===== config.mk =====
export PLATFORM = sky130hd
export DESIGN_NAME = spi_regfile_target
export DESIGN_NICKNAME = d
export VERILOG_FILES = /design/src/rtl/spi_regfile_pkg.sv /design/src/rtl/spi_pin_sync.sv /design/src/rtl/spi_frame_decoder.sv /design/src/rtl/spi_reg_bank.sv /design/src/rtl/spi_dout_shifter.sv /design/src/rtl/spi_regfile_target.sv
export SDC_FILE = /design/constraint.sdc
export NUM_CORES = 2
export LEC_CHECK = 0
export CAP_MARGIN = 20
export CORE_MARGIN = 2
export CORE_UTILIZATION = 45
export DETAILED_ROUTE_END_ITERATION = 10
export MAX_ROUTING_LAYER = met4
export PLACE_DENSITY = 0.56
export SYNTH_ARGS = -nofsm -noshare
export SYNTH_HDL_FRONTEND = slang
export SYNTH_SLANG_ARGS = --single-unit

===== constraint.sdc =====
create_clock -name clk -period 5.5 [get_ports clk]
set_input_delay 1.1 -clock clk [delete_from_list [all_inputs] [get_ports clk]]
set_output_delay 1.1 -clock clk [all_outputs]
set_load 0.02 [all_outputs]

===== src/rtl/spi_regfile_pkg.sv =====
// Package: shared pin bundle type and reset levels for the serial register bank.
// Assumes: the pins are sampled as one bundle so that they see equal latency.
package spi_regfile_pkg;

    // Bundle of the three host-driven pins after sampling.
    typedef struct packed {
        logic sel_n;
        logic din;
        logic sck;
    } ser_pins_t;

    // Level each pin is assumed to hold while the block is in reset.
    localparam ser_pins_t PINS_RESET = '{sel_n: 1'b1, din: 1'b0, sck: 1'b0};

endpackage


===== src/rtl/spi_pin_sync.sv =====
// Module: spi_pin_sync
// Brings the asynchronous host pins into the clk domain through a chain of
// STAGES flops. It then flags the rising and falling edges of the synchronised
// serial clock as single-cycle pulses.
// Assumes: each serial clock phase lasts several clk cycles, so no edge is lost.
module spi_pin_sync
    import spi_regfile_pkg::*;
#(
    parameter int STAGES = 2
) (
    input  logic      clk,
    input  logic      rst_n,
    input  ser_pins_t pins_async,
    output logic      sck_rise,
    output logic      sck_fall,
    output logic      din_sync,
    output logic      sel_idle
);

    ser_pins_t chain [STAGES];
    logic      sck_prev;

    // Shift the raw pins through the synchroniser chain.
    always_ff @(posedge clk) begin
        if (!rst_n) begin
            for (int i = 0; i < STAGES; i++) chain[i] <= PINS_RESET;
        end else begin
            chain[0] <= pins_async;
            for (int i = 1; i < STAGES; i++) chain[i] <= chain[i-1];
        end
    end

    // Remember the previous synchronised clock level for edge detection.
    always_ff @(posedge clk) begin
        if (!rst_n) sck_prev <= PINS_RESET.sck;
        else        sck_prev <= chain[STAGES-1].sck;
    end

    assign sck_rise = chain[STAGES-1].sck & ~sck_prev;
    assign sck_fall = ~chain[STAGES-1].sck & sck_prev;
    assign din_sync = chain[STAGES-1].din;
    assign sel_idle = chain[STAGES-1].sel_n;

endmodule


===== src/rtl/spi_frame_decoder.sv =====
// Module: spi_frame_decoder
// Counts rising serial edges within a selection, assembles the command byte
// (direction + address) and the data byte, and issues a one-cycle read-load or
// write pulse. A released select clears all frame state at once.
// Assumes: the edge pulses and din come from the same synchroniser stage.
module spi_frame_decoder #(
    parameter int ADDR_W = 7,
    parameter int DATA_W = 8
) (
    input  logic              clk,
    input  logic              rst_n,
    input  logic              sck_rise,
    input  logic              din_sync,
    input  logic              sel_idle,
    output logic              cmd_valid,
    output logic              cmd_rw,
    output logic [ADDR_W-1:0] cmd_addr,
    output logic              rd_load,
    output logic              wr_en,
    output logic [DATA_W-1:0] wr_data,
    output logic              frame_done
);

    localparam int CMD_W   = 1 + ADDR_W;
    localparam int FRAME_W = CMD_W + DATA_W;
    localparam int CNT_W   = $clog2(FRAME_W + 1);
    localparam logic [CNT_W-1:0] CNT_CMD_LAST   = CNT_W'(CMD_W - 1);
    localparam logic [CNT_W-1:0] CNT_FRAME_LAST = CNT_W'(FRAME_W - 1);
    localparam logic [CNT_W-1:0] CNT_DONE       = CNT_W'(FRAME_W);

    logic [CNT_W-1:0]   bit_cnt;
    logic [FRAME_W-2:0] shreg;

    assign frame_done = (bit_cnt == CNT_DONE);

    // Sample din on rising edges, capture command and data, emit strobes.
    always_ff @(posedge clk) begin
        if (!rst_n || sel_idle) begin
            bit_cnt   <= '0;
            shreg     <= '0;
            cmd_valid <= 1'b0;
            cmd_rw    <= 1'b0;
            cmd_addr  <= '0;
            rd_load   <= 1'b0;
            wr_en     <= 1'b0;
            wr_data   <= '0;
        end else begin
            rd_load <= 1'b0;
            wr_en   <= 1'b0;
            if (sck_rise && !frame_done) begin
                shreg   <= {shreg[FRAME_W-3:0], din_sync};
                bit_cnt <= bit_cnt + 1'b1;
                if (bit_cnt == CNT_CMD_LAST) begin
                    cmd_valid <= 1'b1;
                    cmd_rw    <= shreg[CMD_W-2];
                    cmd_addr  <= {shreg[ADDR_W-2:0], din_sync};
                    rd_load   <= ~shreg[CMD_W-2];
                end
                if (bit_cnt == CNT_FRAME_LAST && cmd_rw) begin
                    wr_en   <= 1'b1;
                    wr_data <= {shreg[DATA_W-2:0], din_sync};
                end
            end
        end
    end

endmodule


===== src/rtl/spi_reg_bank.sv =====
// Module: spi_reg_bank
// Holds 2**ADDR_W registers of DATA_W bits, all cleared by reset.
// One synchronous write port and one combinational read port.
// Assumes: at most one write per cycle; reads see the registered contents.
module spi_reg_bank #(
    parameter int ADDR_W = 7,
    parameter int DATA_W = 8
) (
    input  logic              clk,
    input  logic              rst_n,
    input  logic              wr_en,
    input  logic [ADDR_W-1:0] wr_addr,
    input  logic [DATA_W-1:0] wr_data,
    input  logic [ADDR_W-1:0] rd_addr,
    output logic [DATA_W-1:0] rd_data
);

    localparam int NREG = 1 << ADDR_W;

    logic [DATA_W-1:0] regs [NREG];

    // Clear all registers on reset, otherwise apply the single write.
    always_ff @(posedge clk) begin
        if (!rst_n) begin
            for (int i = 0; i < NREG; i++) regs[i] <= '0;
        end else if (wr_en) begin
            regs[wr_addr] <= wr_data;
        end
    end

    assign rd_data = regs[rd_addr];

endmodule


===== src/rtl/spi_dout_shifter.sv =====
// Module: spi_dout_shifter
// Loads a register value at the read-load pulse, then presents one bit per
// falling serial edge, MSB first. It holds the last bit until select is
// released, and drives 1 while idle.
// Assumes: the load pulse comes before the first falling edge of the data byte.
module spi_dout_shifter #(
    parameter int DATA_W = 8
) (
    input  logic              clk,
    input  logic              rst_n,
    input  logic              sel_idle,
    input  logic              load,
    input  logic [DATA_W-1:0] load_data,
    input  logic              sck_fall,
    output logic              dout
);

    localparam int REM_W = $clog2(DATA_W + 1);

    logic [DATA_W-1:0] buf_q;
    logic [REM_W-1:0]  remain;

    // Drive out the next bit on each falling edge while bits remain.
    always_ff @(posedge clk) begin
        if (!rst_n || sel_idle) begin
            buf_q  <= '0;
            remain <= '0;
            dout   <= 1'b1;
        end else if (load) begin
            buf_q  <= load_data;
            remain <= REM_W'(DATA_W);
        end else if (sck_fall && remain != '0) begin
            dout   <= buf_q[DATA_W-1];
            buf_q  <= {buf_q[DATA_W-2:0], 1'b0};
            remain <= remain - 1'b1;
        end
    end

endmodule


===== src/rtl/spi_regfile_target.sv =====
// Module: spi_regfile_target (top)
// Serial target giving a host read/write access to a bank of control registers.
// Frame: direction bit (1 = write), address, data, MSB first.
// Assumes: the serial clock is much slower than clk (each phase several cycles).
module spi_regfile_target
    import spi_regfile_pkg::*;
#(
    parameter int ADDR_W      = 7,
    parameter int DATA_W      = 8,
    parameter int SYNC_STAGES = 2
) (
    input  logic clk,
    input  logic rst_n,
    input  logic ser_clk,
    input  logic ser_din,
    input  logic ser_sel_n,
    output logic ser_dout
);

    ser_pins_t         pins_async;
    logic              sck_rise;
    logic              sck_fall;
    logic              din_sync;
    logic              sel_idle;
    logic              cmd_valid;
    logic              cmd_rw;
    logic [ADDR_W-1:0] cmd_addr;
    logic              rd_load;
    logic              wr_en;
    logic [DATA_W-1:0] wr_data;
    logic [DATA_W-1:0] rd_data;
    logic              frame_done;

    assign pins_async = '{sel_n: ser_sel_n, din: ser_din, sck: ser_clk};

    spi_pin_sync #(.STAGES(SYNC_STAGES)) u_sync (
        .clk        (clk),
        .rst_n      (rst_n),
        .pins_async (pins_async),
        .sck_rise   (sck_rise),
        .sck_fall   (sck_fall),
        .din_sync   (din_sync),
        .sel_idle   (sel_idle)
    );

    spi_frame_decoder #(.ADDR_W(ADDR_W), .DATA_W(DATA_W)) u_dec (
        .clk        (clk),
        .rst_n      (rst_n),
        .sck_rise   (sck_rise),
        .din_sync   (din_sync),
        .sel_idle   (sel_idle),
        .cmd_valid  (cmd_valid),
        .cmd_rw     (cmd_rw),
        .cmd_addr   (cmd_addr),
        .rd_load    (rd_load),
        .wr_en      (wr_en),
        .wr_data    (wr_data),
        .frame_done (frame_done)
    );

    spi_reg_bank #(.ADDR_W(ADDR_W), .DATA_W(DATA_W)) u_bank (
        .clk     (clk),
        .rst_n   (rst_n),
        .wr_en   (wr_en),
        .wr_addr (cmd_addr),
        .wr_data (wr_data),
        .rd_addr (cmd_addr),
        .rd_data (rd_data)
    );

    spi_dout_shifter #(.DATA_W(DATA_W)) u_dout (
        .clk       (clk),
        .rst_n     (rst_n),
        .sel_idle  (sel_idle),
        .load      (rd_load),
        .load_data (rd_data),
        .sck_fall  (sck_fall),
        .dout      (ser_dout)
    );

endmodule


==> impl_metrics.tcl <==
set metrics [dict create \
    period_minus_slack_ns 3.53 \
    hp-class "flip-flop to flip-flop" \
    ys_async_sr_fraction_pct 0 \
    critical_path_class "flip-flop to flip-flop" \
    arrival_ns 4.17 \
    wl_met2_mm 66.9 \
    clkPwrFrac_pct 44.5 \
    ctsHoldBuffers 0 \
    pwr-share-seq_pct 53.2 \
    regToRegSetupSlack_ns 1.97 \
    synthesis.nets 3632 \
    start_util_pct 45.3 \
    whs_endpoint "u_sync.chain[0][5]" \
    post_synth.cell_area_avg_um2 13.8 \
    ys.flop_type "edfxtp_1" \
    post_cts_buffers 0 \
    cts_buffers 112 \
    setup_viol 0 \
    reg2regPathDepth 8 \
    topRoutingLayerUsed "met4" \
    htree_levels 3 \
    io_buffers 5 \
    seqCellArea_mm2 0.0319 \
    path_clk_slew_ns 0.06 \
    cts-root-buf "clkbuf_16" \
    area_growth_pct 11.3 \
    crit_path_max_incr_delay_ns 0.86 \
    multi_input_area_mm2 0.0167 \
    synth.distinct_cells 57 \
    power_switching_uw 3580 \
    core_area_mm2 0.111 \
    overflow 0 \
    fill_cells 9376 \
    switching_share_pct 20.4 \
    max_cap_viol_count 0 \
    die_w_um 337 \
    wl_mm 139 \
    worstSetupStartpointType "flip-flop" \
    leakage_uw 0.0188 \
    pwr-share-comb_pct 2.3 \
    drtAntennaViolNets 0 \
    worst_pin_slew_ns 1.11 \
    crit_required_ns 6.13 \
    timing.final.ws_setup_ns 1.97 \
    synth-edff-count 1024 \
    clkLatencyLatePin_ns 0.71 \
    path_cells "buf_4 > inv_1 > nor3_1 > nand3_1 > o21ai_0 > a2111oi_0 > buf_4 > nor3_1" \
    dieArea_mm2 0.114 \
    max_freq_mhz 283 \
    drt_iter0_markers 3042 \
    rsz0062_at_grt "false" \
    hold_slack_ns 0.419 \
    wire_per_inst_um 26.7 \
    grt_max_degree 114 \
    place.gp.congestion 0.867 \
    fin_crit_sh_pct 64.2 \
    syn_area_mm2 0.0500 \
    path_max_fanout 18 \
    status "finished, final reports clean" \
    slowest_stage "nor3_1" \
    antenna_found_initial 3 \
    drive_above_1_share_pct 13.4 \
    ir_worst_vdd_mv 0.324 \
    die_y_um 337 \
    preCtsSetupSlack_ns 1.47 \
    finalSetupTns_ns 0 \
    hold_violations 0 \
    pin_count 6 \
    cts_sinks 1081 \
    dpl.hpwl_mm 88.0 \
    ys_warn_count 0 \
    met1_length_mm 58.5 \
    maxSlewHeadroom_pct 25.3 \
    synthCells 3623 \
    finalNetCount 3636 \
    grt_use_total_pct 25.4 \
    endpoint_kind "flip-flop" \
    ys_ff_latch 1081 \
    cts-resized-gates 0 \
    ys_seq_area_share_pct 63.7 \
    finalMaxSlewViolations 0 \
    grt_pass1_vias 30300 \
    vias 29700 \
    holdCritStartpoint "u_sync.chain[0][2]" \
    p_int_uw 14000 \
    grt_pass1_wl_mm 204 \
    power.density_mw_per_mm2 315 \
    drcViolationCount 0 \
    cts_buffer_depth 3 \
    r2r-end "u_dout.buf_q[6]" \
    rows 122 \
    vias_per_cell 5.71 \
    cts_tree "done" \
    hold_path_depth 1 \
    route.met3.wl_mm 9.30 \
    skew_ns 0.0245 \
    total_power_uw 17600 \
    drt_first_pass_iters 6 \
]
==> cell families after synthesis <==
kind of cell	after synthesis	synth area share, %
and+or+nand+nor	1401	16.2
DFF	1081	63.7
muxes	439	11.9
AOI/OAI and AO/OA	399	5.06
buffers and inverters	293	2.90
xor gates and xnor gates	6	0.105
adders and majority gates	4	0.100
==> cell type report <==
class                   instances  share of cell area, %
diodes                          2                0.00899
clock buffers                 141                   5.47
clock inverters                66                   1.28
inverters                       8                 0.0539
multi-input cells            2249                   30.1
flip-flops and latches       1081                   57.3
well taps                    1488                   3.34
repair buffers                175                   2.43
==> metrics by stage <==
| step | instance area [µm²] | util, % | std cells |
|---|---|---|---|
| final | 55700 | 50.4 | 5210 |
| after global routing | 55700 | 50.4 | 5209 |
| after CTS | 55500 | 50.2 | 5175 |
| after detailed placement | 51700 | 46.8 | 4968 |
| after global placement | 51700 | 46.8 | 4962 |
| after floorplan | 50000 | - | 3623 |
==> worst max-delay path, delay by kind of cell (launching register included) <==
family                 cells  cell delay, ns
AO/OA/AOI/OAI              2            0.62
AND/OR/NAND/NOR            3            1.29
buffers and inverters      3            1.22
flip-flops                 1            0.31
==> metal layers <==
layer  vias up  track usage, %
li1      13300               -
met1     15100            33.5
met2      1063            40.7
met3       271            3.48
met4         0            8.58
met5         -               -
==> power groups by stage <==
stage	Sequential, µW	Combinational, µW	Clock [µW]
after global routing	9360	431	8270
final	9340	402	7820
after global placement	9510	375	0
after detailed placement	9510	390	0
after CTS	9340	391	7940
after floorplan	9470	234	0
==> cells in the mapped netlist (3+ instances only) <==
| master | n | area (µm²) |
|---|---|---|
| xnor2_1 | 3 | 26.3 |
| buf_6 | 8 | 90.1 |
| nor4_1 | 6 | 37.5 |
| nand4_1 | 12 | 75.1 |
| buf_2 | 29 | 145 |
| and3_1 | 3 | 18.8 |
| edfxtp_1 | 1024 | 30700 |
| dfxtp_1 | 57 | 1140 |
| nor3_1 | 31 | 155 |
| a22oi_1 | 102 | 766 |
| a211oi_1 | 21 | 158 |
| mux2_2 | 14 | 158 |
| nand2b_1 | 16 | 100 |
| mux4_2 | 119 | 2680 |
| nand2_1 | 61 | 229 |
| and2_1 | 1033 | 6460 |
| nor2_1 | 169 | 634 |
| buf_1 | 8 | 30.0 |
| xor2_1 | 3 | 26.3 |
| nor4b_1 | 3 | 26.3 |
| buf_8 | 5 | 75.1 |
| inv_1 | 7 | 26.3 |
| a2111oi_0 | 4 | 35.0 |
| buf_4 | 27 | 203 |
| o22ai_1 | 13 | 81.3 |
| nor2b_1 | 20 | 125 |
| o21ai_0 | 160 | 801 |
| o221ai_1 | 29 | 254 |
| nand3_1 | 38 | 190 |
| mux4_1 | 3 | 78.8 |
| clkbuf_1 | 202 | 758 |
| buf_12 | 6 | 120 |
| mux2i_1 | 303 | 3030 |
| a21oi_1 | 49 | 245 |
| a221oi_1 | 6 | 52.6 |
| ha_1 | 4 | 50.1 |
==> how the worst max path moves through the flow <==
| stage | start | to | depth (start not counted) |
|---|---|---|---|
| after floorplan | rst_n | u_bank.regs[107][0] | 5 |
| after global placement | rst_n | u_bank.regs[123][3] | 6 |
| after detailed placement | rst_n | u_bank.regs[107][5] | 6 |
| after CTS | flip-flop | u_dout.buf_q[1] | 8 |
| after global routing | flip-flop | u_dout.buf_q[6] | 8 |
| final | flip-flop | u_dout.buf_q[6] | 8 |
==> cell usage in the layout (no fill, tap or decap), types with 16 or more instances in the layout <==
cell,netlist,routed
buf_4,27,128
clkbuf_1,202,21
nor2_1,169,168
a22oi_1,102,102
clkbuf_16,0,117
o21ai_0,160,160
a211oi_1,21,21
o221ai_1,29,29
nor3_1,31,31
dfxtp_1,57,45
nor2b_1,20,16
clkinv_2,0,21
nand2b_1,16,16
mux2i_1,303,303
nand2_1,61,58
a21oi_1,49,49
and2_1,1033,1033
nand3_1,38,36
clkinv_1,0,21
mux4_2,119,119
edfxtp_1,1024,1024
buf_2,29,22
==> state kept, by name, summed over array words and instances (netlist names), named ones only <==
register	cells
u_sync.chain	6
u_sync.sck_prev	1
u_dout.buf_q	8
u_dec.wr_en	1
u_dec.shreg	7
u_dec.cmd_rw	1
u_dec.rd_load	1
u_dout.dout	1
u_bank.regs	1024
u_dec.cmd_addr	7
u_dec.wr_data	8
u_dout.remain	4
u_dec.bit_cnt	5
(Power assumes the default switching activity.)
